[config.mk]
export PLATFORM = sky130hd
export DESIGN_NAME = vdec_top
export DESIGN_NICKNAME = d
export VERILOG_FILES = /design/src/rtl/vdec_pkg.sv /design/src/rtl/vdec_opmap.sv /design/src/rtl/vdec_form.sv /design/src/rtl/vdec_immext.sv /design/src/rtl/vdec_top.sv
export SDC_FILE = /design/constraint.sdc
export NUM_CORES = 1
export LEC_CHECK = 0
export BUFFER_PORTS_ARGS = -buffer_cell sky130_fd_sc_hd__buf_2
export CAP_MARGIN = 20
export CORE_MARGIN = 10
export CORE_UTILIZATION = 44
export CTS_CLUSTER_DIAMETER = 150
export DETAILED_ROUTE_END_ITERATION = 12
export GPL_ROUTABILITY_DRIVEN = 1
export PLACE_DENSITY = 0.81
export SLEW_MARGIN = 20
export SYNTH_ARGS = -nofsm -noshare
export SYNTH_HDL_FRONTEND = slang
export SYNTH_SLANG_ARGS = --single-unit
[constraint.sdc]
create_clock -name clk -period 2.6 [get_ports clk]
set_input_delay 0.52 -clock clk [delete_from_list [all_inputs] [get_ports clk]]
set_output_delay 0.52 -clock clk [all_outputs]
set_load 0.1 [all_outputs]
[src/rtl/vdec_pkg.sv]
package vdec_pkg;
  localparam int OP_W   = 5;
  localparam int KIND_W = 2;
  localparam int REG_W  = 5;
  localparam int IMM_W  = 5;
  localparam logic [6:0] MAJOR_VEC = 7'b1010111;

  typedef enum logic [KIND_W-1:0] {
    K_NONE = 2'd0, K_VV = 2'd1, K_VX = 2'd2, K_VI = 2'd3
  } kind_e;

  typedef enum logic [OP_W-1:0] {
    OP_NONE = 5'd0,  OP_ADD = 5'd1,  OP_SUB = 5'd2,  OP_RSUB = 5'd3,
    OP_AND  = 5'd4,  OP_OR  = 5'd5,  OP_XOR = 5'd6,  OP_SLL  = 5'd7,
    OP_SRL  = 5'd8,  OP_SRA = 5'd9,  OP_MINU = 5'd10, OP_MIN = 5'd11,
    OP_MAXU = 5'd12, OP_MAX = 5'd13, OP_SEQ = 5'd14, OP_SNE = 5'd15,
    OP_SLTU = 5'd16, OP_SLT = 5'd17, OP_SLEU = 5'd18, OP_SLE = 5'd19,
    OP_SGTU = 5'd20, OP_SGT = 5'd21
  } op_e;

  // form mask bits: [0] vector-vector, [1] vector-scalar, [2] immediate
  localparam logic [2:0] FM_ALL  = 3'b111;
  localparam logic [2:0] FM_VVVX = 3'b011;
  localparam logic [2:0] FM_VXVI = 3'b110;
endpackage

[src/rtl/vdec_opmap.sv]
module vdec_opmap
  import vdec_pkg::*;
(
  input  logic [5:0] funct6,
  output op_e        op,
  output logic [2:0] forms,
  output logic       is_shift
);
  always_comb begin
    op    = OP_NONE;
    forms = 3'b000;
    unique case (funct6)
      6'b000000: begin op = OP_ADD;  forms = FM_ALL;  end
      6'b000010: begin op = OP_SUB;  forms = FM_VVVX; end
      6'b000011: begin op = OP_RSUB; forms = FM_VXVI; end
      6'b001001: begin op = OP_AND;  forms = FM_ALL;  end
      6'b001010: begin op = OP_OR;   forms = FM_ALL;  end
      6'b001011: begin op = OP_XOR;  forms = FM_ALL;  end
      6'b100101: begin op = OP_SLL;  forms = FM_ALL;  end
      6'b101000: begin op = OP_SRL;  forms = FM_ALL;  end
      6'b101001: begin op = OP_SRA;  forms = FM_ALL;  end
      6'b000100: begin op = OP_MINU; forms = FM_VVVX; end
      6'b000101: begin op = OP_MIN;  forms = FM_VVVX; end
      6'b000110: begin op = OP_MAXU; forms = FM_VVVX; end
      6'b000111: begin op = OP_MAX;  forms = FM_VVVX; end
      6'b011000: begin op = OP_SEQ;  forms = FM_ALL;  end
      6'b011001: begin op = OP_SNE;  forms = FM_ALL;  end
      6'b011010: begin op = OP_SLTU; forms = FM_VVVX; end
      6'b011011: begin op = OP_SLT;  forms = FM_VVVX; end
      6'b011100: begin op = OP_SLEU; forms = FM_ALL;  end
      6'b011101: begin op = OP_SLE;  forms = FM_ALL;  end
      6'b011110: begin op = OP_SGTU; forms = FM_VXVI; end
      6'b011111: begin op = OP_SGT;  forms = FM_VXVI; end
      default:   begin op = OP_NONE; forms = 3'b000;  end
    endcase
  end

  assign is_shift = (op == OP_SLL) || (op == OP_SRL) || (op == OP_SRA);
endmodule

[src/rtl/vdec_form.sv]
module vdec_form
  import vdec_pkg::*;
(
  input  logic [2:0] funct3,
  output kind_e      kind,
  output logic [2:0] sel
);
  always_comb begin
    unique case (funct3)
      3'b000:  begin kind = K_VV;   sel = 3'b001; end
      3'b100:  begin kind = K_VX;   sel = 3'b010; end
      3'b011:  begin kind = K_VI;   sel = 3'b100; end
      default: begin kind = K_NONE; sel = 3'b000; end
    endcase
  end
endmodule

[src/rtl/vdec_immext.sv]
module vdec_immext
  import vdec_pkg::*;
#(
  parameter int XLEN = 64
) (
  input  logic [IMM_W-1:0] raw,
  input  logic             zext,
  output logic [XLEN-1:0]  imm
);
  localparam int FILL_W = XLEN - IMM_W;
  logic fill;
  assign fill = zext ? 1'b0 : raw[IMM_W-1];

  generate
    if (FILL_W > 0) begin : g_wide
      assign imm = {{FILL_W{fill}}, raw};
    end else begin : g_narrow
      assign imm = raw[XLEN-1:0];
    end
  endgenerate
endmodule

[src/rtl/vdec_top.sv]
module vdec_top
  import vdec_pkg::*;
#(
  parameter int XLEN = 64
) (
  input  logic            clk,
  input  logic            rst,
  input  logic            in_valid,
  output logic            in_ready,
  input  logic [31:0]     in_word,
  output logic            out_valid,
  input  logic            out_ready,
  output logic            out_legal,
  output logic [4:0]      out_op,
  output logic [1:0]      out_kind,
  output logic [4:0]      out_vd,
  output logic [4:0]      out_vs2,
  output logic [4:0]      out_vs1,
  output logic            out_vm,
  output logic [XLEN-1:0] out_imm
);
  op_e             op;
  kind_e           kind;
  logic [2:0]      forms, sel;
  logic            is_shift, legal;
  logic [XLEN-1:0] imm_ext;

  vdec_opmap u_map (.funct6(in_word[31:26]), .op(op), .forms(forms), .is_shift(is_shift));
  vdec_form  u_frm (.funct3(in_word[14:12]), .kind(kind), .sel(sel));
  vdec_immext #(.XLEN(XLEN)) u_imm (.raw(in_word[19:15]), .zext(is_shift), .imm(imm_ext));

  assign legal = (in_word[6:0] == MAJOR_VEC) && (op != OP_NONE) && (|(sel & forms));

  logic accept;
  assign in_ready = !out_valid || out_ready;
  assign accept   = in_valid && in_ready;

  always_ff @(posedge clk) begin
    if (rst) begin
      out_valid <= 1'b0;
      out_legal <= 1'b0;
      out_op    <= '0;
      out_kind  <= '0;
      out_vd    <= '0;
      out_vs2   <= '0;
      out_vs1   <= '0;
      out_vm    <= 1'b0;
      out_imm   <= '0;
    end else if (accept) begin
      out_valid <= 1'b1;
      out_legal <= legal;
      out_op    <= legal ? op : OP_NONE;
      out_kind  <= legal ? kind : K_NONE;
      out_vd    <= legal ? in_word[11:7]  : '0;
      out_vs2   <= legal ? in_word[24:20] : '0;
      out_vs1   <= legal ? in_word[19:15] : '0;
      out_vm    <= legal && in_word[25];
      out_imm   <= (legal && kind == K_VI) ? imm_ext : '0;
    end else if (out_ready) begin
      out_valid <= 1'b0;
    end
  end
endmodule

==> results.sh <==
export IMPL_ctsHtreeMaxLevel=2
export IMPL_finalSetupTns_ns=0
export IMPL_detail_route_antenna_nets=0
export IMPL_synthDominantCellAreaShare_pct=29.2
export IMPL_number_of_global_route_vias_before_repair=1792
export IMPL_critical_path_max_stage_delay_ns=0.32
export IMPL_ys_ff_latch=31
export IMPL_finalSetupViolCount=0
export IMPL_postSynthAreaPerCell_um2=8.56
export IMPL_run_status="completed"
export IMPL_postSynthCellCount=248
export IMPL_crit_required_ns=2.75
export IMPL_die_width_um=89.5
export IMPL_crit_buf_inv=3
export IMPL_cp_slowest_cell="sky130_fd_sc_hd__a311o_1"
export IMPL_post_route_period_util_pct=85.1
export IMPL_synth_area_top_cells="sky130_fd_sc_hd__dfxtp_1 29%, sky130_fd_sc_hd__buf_4 21%, sky130_fd_sc_hd__a32oi_1 7.4%, sky130_fd_sc_hd__ha_1 5.3%, sky130_fd_sc_hd__nor2_1 4.9%"
export IMPL_numCtsBuffers=5
export IMPL_asyncSetResetFlopFracSynth_pct=0
export IMPL_cts_repair_resize_count=0
export IMPL_slew_headroom_pct=56.0
export IMPL_clkLatencyLatePin_ns=0.28
export IMPL_place_congestion=0.863
export IMPL_setup_worst_path_class="primary input to flop"
export IMPL_fin_nets=360
export IMPL_finalHoldViolCount=0
export IMPL_tritoncts="built"
export IMPL_first_pass_iters=4
export IMPL_global_route_overflow_total=0
export IMPL_synthesis_area_um2=2120
export IMPL_combinationalPowerShare_pct=15.8
export IMPL_yosysWarningCount=0
export IMPL_ir_worst_vdd_mv=0.526
export IMPL_power_frac_seq_pct=41.7
export IMPL_sw_frac_of_total_pct=25.1
export IMPL_synth_edff_count=0
export IMPL_final_fill_count=437
export IMPL_drcViolationCount=0
export IMPL_postLayoutSetupSlackWorst_ns=0.388
export IMPL_synth_cells_most_frequent="59 x sky130_fd_sc_hd__buf_4, 31 x sky130_fd_sc_hd__dfxtp_1, 28 x sky130_fd_sc_hd__nor2_1"
export IMPL_net_switching_power_mw=0.288
export IMPL_path_clk_slew_ns=0.07
export IMPL_critical_path_startpoint="in_word[27]"
export IMPL_cts_root_buffer_cell="sky130_fd_sc_hd__clkbuf_8"
export IMPL_min_delay_path_class="flop to flop"
export IMPL_cp_max_fo=24
export IMPL_total_inserted_antenna_cells=0
export IMPL_totalWireLength_um=5890
export IMPL_synth_largest_area_cell="sky130_fd_sc_hd__dfxtp_1"
export IMPL_die_height_um=89.5
export IMPL_post_dp_hpwl_um=4640
export IMPL_max_slew_worst_pin_slew_ns=0.659
export IMPL_timing_fmax_mhz=452
export IMPL_grt_use_total_pct=13.0
export IMPL_port_buffer_count=125
export IMPL_critical_path_arrival_ns=2.36
export IMPL_end_kind="flop"
export IMPL_yosys_cell_count_top_type="sky130_fd_sc_hd__buf_4"
export IMPL_route_detailed_vias_per_inst=5.28
export IMPL_ys_seq_area_share_pct=29.2
export IMPL_power_leakage_nw=1.35
export IMPL_drtIter0Drc=74
export IMPL_final_max_slew_viol_count=0
export IMPL_ratio_of_cells_with_drive_above_1_in_the_final_layout_pct=47.2
export IMPL_finClkSkew_ns=0.00386
export IMPL_clkSinkCount=31
export IMPL_ios=126
export IMPL_timing_rr_start="out_valid"
export IMPL_globalRoute_busiestLayer="met2"
export IMPL_clkPwrFrac_pct=42.5
export IMPL_number_of_antenna_violations_at_the_first_check_in_global_routing=0
export IMPL_drv_max_cap_violation_count=0
export IMPL_core_region_area_um2=4690
export IMPL_detailedPlace_worstSlack_ns=0.0899
export IMPL_initial_utilization_pct=45.3
export IMPL_timing_critical_path_from_type="primary input"
export IMPL_areaGrowthSynthToFinish_pct=18.1
export IMPL_clock_tree_buffer_depth=2
export IMPL_met2_usage_pct=20.7
export IMPL_synthFlopType="sky130_fd_sc_hd__dfxtp_1"
export IMPL_row_count=25
export IMPL_cell_internal_pwr_mw=0.856
export IMPL_rsz0062_at_grt="false"
export IMPL_holdCritStartpoint="out_imm[1]"
export IMPL_cp_cell_instances="buf_2 -> inv_1 -> ha_1 -> nor2b_1 -> a311o_1 -> a221oi_4 -> nand4_4 -> buf_12 -> a32oi_1 -> nor2_1"
export IMPL_groute_layer_met3_usage_pct=5.65
export IMPL_mappedNetlistNets=293
export IMPL_detail_route_wl_per_cell_um=15.9
export IMPL_full_die_area_um2=8000
export IMPL_cts_hold_buffers_added=0
export IMPL_synthDistinctLibCells=48
export IMPL_grt_met1_usage_pct=15.3
export IMPL_critical_path_top_delay_family="compound AO/OA/AOI/OAI gates"
export IMPL_power_density_cell_area_nw_per_um2=456
export IMPL_maximum_number_of_pins_on_one_net_before_global_route_repair=61
export IMPL_grt_first_pass_wirelength_um=8400
export IMPL_cts_setup_buffers=0
export IMPL_finalWorstPathRequiredPeriod_ns=2.21
export IMPL_total_vias_in_the_final_route=1955
[cell usage in the layout, fill, tap and decap left out, types with 3 or more instances in the layout]
cell,count
sky130_fd_sc_hd__nand4_1,5
sky130_fd_sc_hd__buf_2,125
sky130_fd_sc_hd__clkbuf_8,6
sky130_fd_sc_hd__nand2_1,13
sky130_fd_sc_hd__a22oi_1,6
sky130_fd_sc_hd__dfxtp_1,30
sky130_fd_sc_hd__nor2b_1,3
sky130_fd_sc_hd__a21oi_1,9
sky130_fd_sc_hd__inv_1,6
sky130_fd_sc_hd__buf_4,6
sky130_fd_sc_hd__nor2_1,28
sky130_fd_sc_hd__ha_1,9
sky130_fd_sc_hd__nor3_1,3
sky130_fd_sc_hd__o211ai_1,3
sky130_fd_sc_hd__and2_1,3
sky130_fd_sc_hd__a32oi_1,18
[final timing paths]
check / to / slack, ns / cells past startpoint
worst min-delay path: out_imm[1] / 0.45 / 2
worst min register to register: out_imm[1] / 0.45 / 2
worst max-delay path: out_vs1[3] / 0.39 / 10
worst max register to register: out_imm[3] / 0.68 / 7
[stage by stage]
stage          hold WS [ns]  power, mW  area (µm²)  cells  utilization, %
6_report              0.452       1.14        2510    370            53.5
5_1_grt               0.476       1.19        2510    370            53.5
4_1_cts               0.451       1.15        2510    370            53.5
3_5_place_dp          0.442      0.669        2390    362            51.0
3_3_place_gp          0.436      0.665        2390    362            51.0
2_1_floorplan         0.649      0.603        2130    248               -
[layer usage]
layer | wire (µm) | share of wire [%]
met5 | 0 | 0
met4 | 22 | 0.37
met3 | 876 | 15
met2 | 2650 | 45
met1 | 2340 | 40
[state kept, by name, summed over array words and instances (netlist names)]
signal / count
out_legal: 1
out_op: 5
out_vs1: 5
out_kind: 2
out_vs2: 5
out_imm: 6
out_valid: 1
out_vm: 1
out_vd: 5
[power by group through the flow]
stage | registers (mW) | clock network, mW | logic, mW
6_report | 0.477 | 0.486 | 0.181
5_1_grt | 0.477 | 0.514 | 0.198
4_1_cts | 0.477 | 0.492 | 0.182
3_5_place_dp | 0.487 | 0 | 0.181
3_3_place_gp | 0.487 | 0 | 0.178
2_1_floorplan | 0.495 | 0 | 0.108
[logic make-up after synthesis]
kind of cell	share of synthesized area, %
compound gates	19.8
xor+xnor	0.825
fa+ha+maj	5.30
buf+inv	26.1
flops	29.2
simple gates	18.7
[worst reg2reg max path: cells and delay by family, from the launching register on]
family,cells,cell delay (ns)
compound gates,2,0.50
simple gates,4,0.80
flops,1,0.33
buf+inv,1,0.22
[area by class of cell]
type | instances | area (µm²) | share of cell area (%)
clock buffers | 6 | 82.6 | 3.29
clock inverters | 2 | 35.0 | 1.40
inverters | 7 | 26.3 | 1.05
multi-input cells | 137 | 965 | 38.5
flip-flops and latches | 31 | 622 | 24.8
well taps | 54 | 67.6 | 2.69
repair buffers | 133 | 711 | 28.3
Power figures use the tool's default switching activity.
